File: src/rtl/ci_pkg.sv
// Package: shared types for the invalidate-all sequencer.
// Assumes: nothing beyond standard SystemVerilog.
package ci_pkg;
    typedef enum logic {
        WALK_IDLE = 1'b0,
        WALK_RUN  = 1'b1
    } walk_state_e;
endpackage

File: src/rtl/ci_ctrl_reg.sv
// Module: ci_ctrl_reg
// Holds the control register. The command bit at INV_BIT is set by a write of 1
// while idle and is cleared by the walker's final-step strobe. All other bits
// are plain storage.
// Assumes: walk_last is asserted for exactly one cycle per walk.
module ci_ctrl_reg #(
    parameter int CTRL_W  = 32,
    parameter int INV_BIT = 24
) (
    input  logic              clk,
    input  logic              rst_n,
    input  logic              wr_en,
    input  logic [CTRL_W-1:0] wr_data,
    input  logic              walk_last,
    output logic              start,
    output logic [CTRL_W-1:0] rd_data
);
    localparam logic [CTRL_W-1:0] INV_MASK = CTRL_W'(1) << INV_BIT;

    logic [CTRL_W-1:0] other_q;
    logic              inv_q;

    // Launch request: a 1 in the command bit, accepted only while no walk is pending.
    always_comb begin
        start = wr_en && wr_data[INV_BIT] && !inv_q;
    end

    // Store the non-command bits on any write.
    always_ff @(posedge clk) begin
        if (!rst_n) begin
            other_q <= '0;
        end else if (wr_en) begin
            other_q <= wr_data & ~INV_MASK;
        end
    end

    // Command bit: set on launch, cleared when the walker finishes.
    always_ff @(posedge clk) begin
        if (!rst_n) begin
            inv_q <= 1'b0;
        end else if (start) begin
            inv_q <= 1'b1;
        end else if (walk_last) begin
            inv_q <= 1'b0;
        end
    end

    // Assemble the read value.
    always_comb begin
        rd_data = other_q;
        rd_data[INV_BIT] = inv_q;
    end
endmodule

File: src/rtl/ci_walker.sv
// Module: ci_walker
// Steps a set index from 0 to NUM_SETS-1, one set per cycle, after a start.
// Flags the final step and raises a registered done pulse one cycle later.
// Assumes: NUM_SETS >= 2. Starts are never presented while running.
module ci_walker
    import ci_pkg::*;
#(
    parameter int NUM_SETS = 8,
    localparam int SET_W   = $clog2(NUM_SETS)
) (
    input  logic             clk,
    input  logic             rst_n,
    input  logic             start,
    output logic             busy,
    output logic [SET_W-1:0] set_idx,
    output logic             last,
    output logic             done
);
    localparam logic [SET_W-1:0] LAST_SET = SET_W'(NUM_SETS - 1);

    walk_state_e      state_q;
    logic [SET_W-1:0] cnt_q;

    // Decode the status outputs from the state and the index.
    always_comb begin
        busy    = (state_q == WALK_RUN);
        set_idx = cnt_q;
        last    = busy && (cnt_q == LAST_SET);
    end

    // Walk state and set index.
    always_ff @(posedge clk) begin
        if (!rst_n) begin
            state_q <= WALK_IDLE;
            cnt_q   <= '0;
        end else begin
            case (state_q)
                WALK_IDLE: begin
                    if (start) begin
                        state_q <= WALK_RUN;
                        cnt_q   <= '0;
                    end
                end
                WALK_RUN: begin
                    if (cnt_q == LAST_SET) begin
                        state_q <= WALK_IDLE;
                        cnt_q   <= '0;
                    end else begin
                        cnt_q <= cnt_q + SET_W'(1);
                    end
                end
                default: state_q <= WALK_IDLE;
            endcase
        end
    end

    // One-cycle completion pulse after the final step.
    always_ff @(posedge clk) begin
        if (!rst_n) begin
            done <= 1'b0;
        end else begin
            done <= last;
        end
    end
endmodule

File: src/rtl/ci_tag_drv.sv
// Module: ci_tag_drv
// Forms the tag-array write that clears the valid and modified state of every way.
// Assumes: the tag array takes a per-way write mask and per-way valid and dirty data.
module ci_tag_drv #(
    parameter int NUM_SETS = 8,
    parameter int NUM_WAYS = 4,
    localparam int SET_W   = $clog2(NUM_SETS)
) (
    input  logic                busy,
    input  logic [SET_W-1:0]    set_idx,
    output logic                wr_en,
    output logic [SET_W-1:0]    wr_set,
    output logic [NUM_WAYS-1:0] way_mask,
    output logic [NUM_WAYS-1:0] valid,
    output logic [NUM_WAYS-1:0] dirty
);
    // Enable and address follow the walker directly.
    always_comb begin
        wr_en  = busy;
        wr_set = set_idx;
    end

    // Per-way write lanes: select every way and write zeros.
    for (genvar w = 0; w < NUM_WAYS; w++) begin : g_way
        assign way_mask[w] = busy;
        assign valid[w]    = 1'b0;
        assign dirty[w]    = 1'b0;
    end
endmodule

File: src/rtl/cache_inval_seq.sv
// Module: cache_inval_seq (top)
// Invalidate-all sequencer: control register, set walker and tag write driver.
// Stalls the load/store path for the whole walk.
// Assumes: software has already written back dirty lines before it issues the command.
module cache_inval_seq #(
    parameter int NUM_SETS = 8,
    parameter int NUM_WAYS = 4,
    parameter int CTRL_W   = 32,
    parameter int INV_BIT  = 24,
    localparam int SET_W   = $clog2(NUM_SETS)
) (
    input  logic                clk,
    input  logic                rst_n,
    input  logic                cfg_wr_en,
    input  logic [CTRL_W-1:0]   cfg_wr_data,
    output logic [CTRL_W-1:0]   cfg_rd_data,
    output logic                ls_stall,
    output logic                tag_wr_en,
    output logic [SET_W-1:0]    tag_wr_set,
    output logic [NUM_WAYS-1:0] tag_wr_way_mask,
    output logic [NUM_WAYS-1:0] tag_wr_valid,
    output logic [NUM_WAYS-1:0] tag_wr_dirty,
    output logic                inv_done
);
    logic             start;
    logic             busy;
    logic             last;
    logic [SET_W-1:0] set_idx;

    ci_ctrl_reg #(.CTRL_W(CTRL_W), .INV_BIT(INV_BIT)) u_reg (
        .clk       (clk),
        .rst_n     (rst_n),
        .wr_en     (cfg_wr_en),
        .wr_data   (cfg_wr_data),
        .walk_last (last),
        .start     (start),
        .rd_data   (cfg_rd_data)
    );

    ci_walker #(.NUM_SETS(NUM_SETS)) u_walk (
        .clk     (clk),
        .rst_n   (rst_n),
        .start   (start),
        .busy    (busy),
        .set_idx (set_idx),
        .last    (last),
        .done    (inv_done)
    );

    ci_tag_drv #(.NUM_SETS(NUM_SETS), .NUM_WAYS(NUM_WAYS)) u_tag (
        .busy     (busy),
        .set_idx  (set_idx),
        .wr_en    (tag_wr_en),
        .wr_set   (tag_wr_set),
        .way_mask (tag_wr_way_mask),
        .valid    (tag_wr_valid),
        .dirty    (tag_wr_dirty)
    );

    // Stall data accesses for every cycle of the walk.
    always_comb begin
        ls_stall = busy;
    end
endmodule

File: config.mk
export PLATFORM = sky130hd
export DESIGN_NAME = cache_inval_seq
export DESIGN_NICKNAME = d
export VERILOG_FILES = /design/src/rtl/ci_pkg.sv /design/src/rtl/ci_ctrl_reg.sv /design/src/rtl/ci_walker.sv /design/src/rtl/ci_tag_drv.sv /design/src/rtl/cache_inval_seq.sv
export SDC_FILE = /design/constraint.sdc
export NUM_CORES = 1
export LEC_CHECK = 0
export BUFFER_PORTS_ARGS = -buffer_cell sky130_fd_sc_hd__buf_4
export CORE_MARGIN = 3
export CORE_UTILIZATION = 44
export DETAILED_ROUTE_END_ITERATION = 10
export MAX_ROUTING_LAYER = met4
export PLACE_DENSITY = 0.86
export RECOVER_POWER = 50
export SLEW_MARGIN = 20
export SYNTH_ARGS = -nofsm -noshare
export SYNTH_HDL_FRONTEND = slang
export SYNTH_SLANG_ARGS = --single-unit
File: constraint.sdc
create_clock -name clk -period 1.7 [get_ports clk]
set_clock_uncertainty 0.2 [all_clocks]
set_input_delay 0.34 -clock clk [delete_from_list [all_inputs] [get_ports clk]]
set_output_delay 0.34 -clock clk [all_outputs]
set_load 0.01 [all_outputs]
# Word level (Yosys, flattened, before mapping)
# Cells that the tools add are included.
# Widths: inputs -> output; s select.
# word_totals
mem_count	0
mem_bits_rw	0
latch_bits	0
word_cells	22
in_bits	35
register_bits	37
mem_bits_ro	0
# classes
multipliers	0
order_cmp	0
add_sub_neg	1
n_bitwise	1
eq_ne	2
div	0
muxes	8
shift	0
n_reduce_logical	5
# ops
op	n
$mux 3	2
$pmux 3 s2	1
$mux 1	4
$add 3x1->3 const B	1
$eq 3x3->1 const B	1
$logic_and 1x1->1	3
$ne 2x2->1 const B	1
$pmux 1 s2	1
$reduce_bool 2->1	1
$logic_not 1->1	1
$not 1->1	1

# Longest topological paths before layout
# logic_depth
word_depth	4
depth_mapped	4
mapped_depth_nobuf	4

# Modules after synthesis
# A second synthesis with hierarchy kept.
# hier_totals
cells_unflattened	143
hier_area_um2	1616.6
# modules_own_cells
mod	cells_each	seq_area_each_um2	n_inst	area_each_um2
ci_ctrl_reg	107	640.6	1	1262.5
ci_walker	19	100.1	1	230.2
ci_tag_drv	17	0.0	1	123.9

# Worst setup path after synthesis
# OpenSTA, ideal clock, no wires.
# synth_path
path_type	flip-flop to flip-flop
start	register u_walk.cnt_q[0], in the netlist u_walk.set_idx[0]
end	register u_walk.state_q, in the netlist u_walk.busy
slack_ns	0.320
required_ns	1.385
period_less_slack_ns	1.380
n_path_buf	0
setup_time_ns	0.115
path_stages_with_launch	5
arrival_ns	1.065
path_cell_list	dfxtp_1 ha_1 ha_1 and3b_1 a31o_1
# synth_between
elab_chain_cells	3
# synth_rtl
element	line	text
start, declared	ci_walker.sv:22	logic [SET_W-1:0] cnt_q;
start signal, assigned	ci_walker.sv:49	cnt_q <= cnt_q + SET_W'(1);
$eq 3x3->1	ci_walker.sv:45	if (cnt_q == LAST_SET) begin
$mux 1	ci_walker.sv:45	
$pmux 1 s2	ci_walker.sv:37	case (state_q)
end signal, assigned	ci_walker.sv:40	state_q <= WALK_RUN;
end signal, assigned	ci_walker.sv:46	state_q <= WALK_IDLE;
end signal, assigned	ci_walker.sv:52	default: state_q <= WALK_IDLE;
end, declared	ci_walker.sv:21	walk_state_e state_q;
# Every way passes these cells.
# A chain may end at the register's enable or synchronous reset.

# Final worst setup path
# layout_path
start	register u_walk.state_q, in the netlist u_walk.busy
end	output tag_wr_way_mask[0]
# layout_rtl
element	line	text
start signal, assigned	ci_walker.sv:34	state_q <= WALK_IDLE;
start signal, assigned	ci_walker.sv:40	
start signal, assigned	ci_walker.sv:46	
end, declared	cache_inval_seq.sv:20	output logic [NUM_WAYS-1:0] tag_wr_way_mask,
# No word-level cell between the ends.

==> impl_summary.log <==
INFO  metric synthSimpleGateAreaFrac = between 10% and 20%
INFO  metric global_route.overflow_total = 0
INFO  metric remaining_drc_errors = 0
INFO  metric synthTopCellsByArea = sky130_fd_sc_hd__dfxtp_1 46%, sky130_fd_sc_hd__mux2i_1 19%, sky130_fd_sc_hd__nor2b_1 12%, sky130_fd_sc_hd__buf_4 7.1%, sky130_fd_sc_hd__buf_12 3.8%
INFO  metric netlist_area = ~0.0016 mm^2
INFO  metric port_buffers = 76
INFO  metric post_synthesis_share_of_cell_area_spent_on_full_adders_half_adders_and_majority_gates = between 2 and 2.5%
INFO  metric outcome = completed
INFO  metric worstPathArrival = 0.96 ns
INFO  metric vias = 1157
INFO  metric start_kind = flip-flop
INFO  metric final_layout_size_suffix_gt1_share = a little under two fifths
INFO  metric wire_length_of_the_first_global_routing_pass = a little under 5000 um
INFO  metric htreeDepth = 2
INFO  metric report.final.slew_viol_count = 0
INFO  metric synth.area.mux_share = roughly a fifth
INFO  metric initial_antenna_violation_count = 0
INFO  metric floorplan.die.height = around 66 um
INFO  metric max_cap_viol_count = 0
INFO  metric cts_sinks = 37
INFO  metric synth_compound_gate_area_share = around 2.7%
INFO  metric crit_chain = buf_4
INFO  metric timing.setup.critical_path_class = reg -> out
INFO  metric final.fill_count = about 320
INFO  metric count_of_antenna_violating_nets_left_after_detailed_routing = 0
INFO  metric dp_hpwl = 2250 um
INFO  metric synth_cell_type_count = 24
INFO  metric firstDrtPassIters = 4
INFO  metric antenna_cells_inserted = 0
INFO  metric path_buf_inv = 1
INFO  metric pwrdens = slightly above 800 mW/mm^2
INFO  metric synth_seq_cells = 37
INFO  metric setup_total_negative_slack = 0 ns
INFO  metric core_area = 0.00342 mm^2
INFO  metric holdBufCountCts = 0
INFO  metric floorplan_row_count = 21
INFO  metric globalplace.congestion = 0.692
INFO  metric synth_xor_area_share = 0%
INFO  metric numCtsBuffers = 5
INFO  metric setup.worst_path.end_class = output port
INFO  metric critical_path.max_fanout = 15
INFO  metric main_combinational_cell_family_by_area_after_synthesis = multiplexers
INFO  metric period_minus_slack = between 1.5 and 2 ns
INFO  metric clockRootBuffer = sky130_fd_sc_hd__clkbuf_4
INFO  metric final_nets = around 250
INFO  metric main_synth_ff_type = sky130_fd_sc_hd__dfxtp_1
INFO  metric die_width = roughly 66 um
INFO  metric vdd_drop_max = around 0.0004 V
INFO  metric total_power = 1.68 mW
INFO  metric timing.hold.worst.class = in -> reg
INFO  metric postSynth.asyncResetShare = 0%
INFO  metric worst_skew_pair.late_latency = roughly 0.33 ns
INFO  metric yosysTopAreaCell = sky130_fd_sc_hd__dfxtp_1
INFO  metric synth.avg_cell_area = between 10 and 15 um^2
INFO  metric yosysWarningCount = 0
INFO  metric timing.final.crit_share = between 80% and 90%
INFO  metric cpMaxStageDelayCell = sky130_fd_sc_hd__dfxtp_2
INFO  metric top_area_cell_type_share_of_the_netlist_area = between 40% and 50%
INFO  metric finalHoldViolations = 0
INFO  metric clock_tree_from_tritoncts = done
INFO  metric first_global_vias = ~1100
INFO  metric setup-violations-final = 0
INFO  metric layout-area-overhead-vs-synth = 30.7%
INFO  metric crit_family = flip-flops
INFO  metric routed_wire_length = between 3000 and 4000 um
INFO  metric grt_start_max_net_pins = a little over 40
INFO  metric leakagePower = between 1 and 1.5 nW
INFO  metric initial_core_util = a little under half
INFO  metric cts_buffer_depth = 2
INFO  metric rsz0062_at_grt = false
INFO  metric top_level_ports = 85
INFO  metric floorplan.die_area = between 0.004 and 0.005 mm^2
INFO  metric worst_path_required_time = 1.16 ns
INFO  metric number_of_enable_type_register_cells_in_the_synthesized_netlist = 0
INFO  metric synthesized_instance_count = 141
INFO  metric vias_per_cell = 4.48
INFO  metric avgRoutedWirePerCell = between 10 and 15 um
INFO  metric max_clock_freq = approximately 0.67 GHz
INFO  metric drt_iter0_drcs = 48
INFO  metric path_clk_slew = 0.10 ns
INFO  metric critPathMaxStageDelay = 0.46 ns
INFO  metric yosys.cell_count.top_type = sky130_fd_sc_hd__dfxtp_1
INFO  metric netlist_top_cells_count = 37 x sky130_fd_sc_hd__dfxtp_1, 31 x sky130_fd_sc_hd__mux2i_1, 31 x sky130_fd_sc_hd__nor2b_1, 15 x sky130_fd_sc_hd__buf_4
INFO  metric grt.total_usage = 14.8%
INFO  metric yosysSeqAreaShare = 46.4%
INFO  metric cts_setup_buffers = 0
-- power by group --
group | switching, mW | internal [mW] | total [mW]
Sequential | 0.0328 | 0.917 | 0.950
Clock | 0.264 | 0.165 | 0.429
Combinational | 0.127 | 0.177 | 0.305
Total | 0.424 | 1.26 | 1.68
-- metrics by stage --
stage / hold slack, ns / cells / cell area, um^2 / setup WS (ns) / util, %
floorplan: 0.309 / 148 / 1620 / 0.320 / -
global placement: 0.298 / 250 / 2080 / 0.300 / 60.9
detailed placement: 0.304 / 250 / 2080 / 0.300 / 60.9
CTS: 0.0505 / 258 / 2130 / 0.0344 / 62.3
global route: 0.0444 / 258 / 2090 / 0.131 / 61.1
finish: 0.0568 / 258 / 2090 / 0.199 / 61.1
-- logic make-up (layout without fill, tap and decap cells) --
kind of cell	Yosys count	in the layout
and+or+nand+nor	40	40
DFF	37	37
muxes	31	31
buffers and inverters	23	87
AOI/OAI and AO/OA	6	6
adders and majority gates	3	3
other	1	8
-- sequential cells by signal, summed over array words and instances (netlist names) --
register	flops
u_walk.busy	1
u_reg.other_q	31
u_walk.done	1
u_walk.set_idx	3
u_reg.inv_q	1
-- tightest hold or removal path, stage by stage --
cell                      delay (ns)
sky130_fd_sc_hd__buf_4          0.08
sky130_fd_sc_hd__mux2i_1        0.05
sky130_fd_sc_hd__nor2b_1        0.09
-- worst paths after layout --
path                      from            endpoint  slack, ns  cells after the start
min            cfg_wr_data[11]   u_reg.other_q[11]       0.06                      3
max                u_walk.busy  tag_wr_way_mask[0]       0.20                      1
max reg2reg  u_walk.set_idx[0]         u_walk.busy       0.28                      4
min reg2reg  u_reg.other_q[20]   u_reg.other_q[20]       0.32                      2
-- cells in the final DEF, fill, tap and decap left out, drive strengths merged --
master and count:
and3b 2, clkbuf 17, nor2b 31, and3 1, a31o 1, nand2b 1, dfxtp 37, inv 1
nand2 1, ha 3, o22ai 1, nand3 1, nand3b 3, o21a 1, mux2i 31, buf 69
o21ai 1, o32ai 1, conb 8, a21boi 1
-- metal layers --
layer  wire (um)  vias up  track usage (%)
met5           0        -                -
met4          49        0             6.09
met3         299        8             4.76
met2        1410       55             24.0
met1        1270      507             16.9
li1            -      587                -
-- what timing repair did --
item,4_1_cts,5_1_grt
setup endpoints to repair,0,6
resized for setup,0,1
hold endpoints to repair,0,0
-- area by class of cell --
type | instances | area [um^2] | share of cell area, %
Sequential cell | 37 | 742 | 35.6
Multi-Input combinational cell | 88 | 681 | 32.6
Timing Repair Buffer | 78 | 554 | 26.6
Tap cell | 46 | 57.6 | 2.76
Clock buffer | 8 | 48.8 | 2.34
Inverter | 1 | 3.75 | 0.180
No activity file was read; power rests on OpenSTA's default activity.
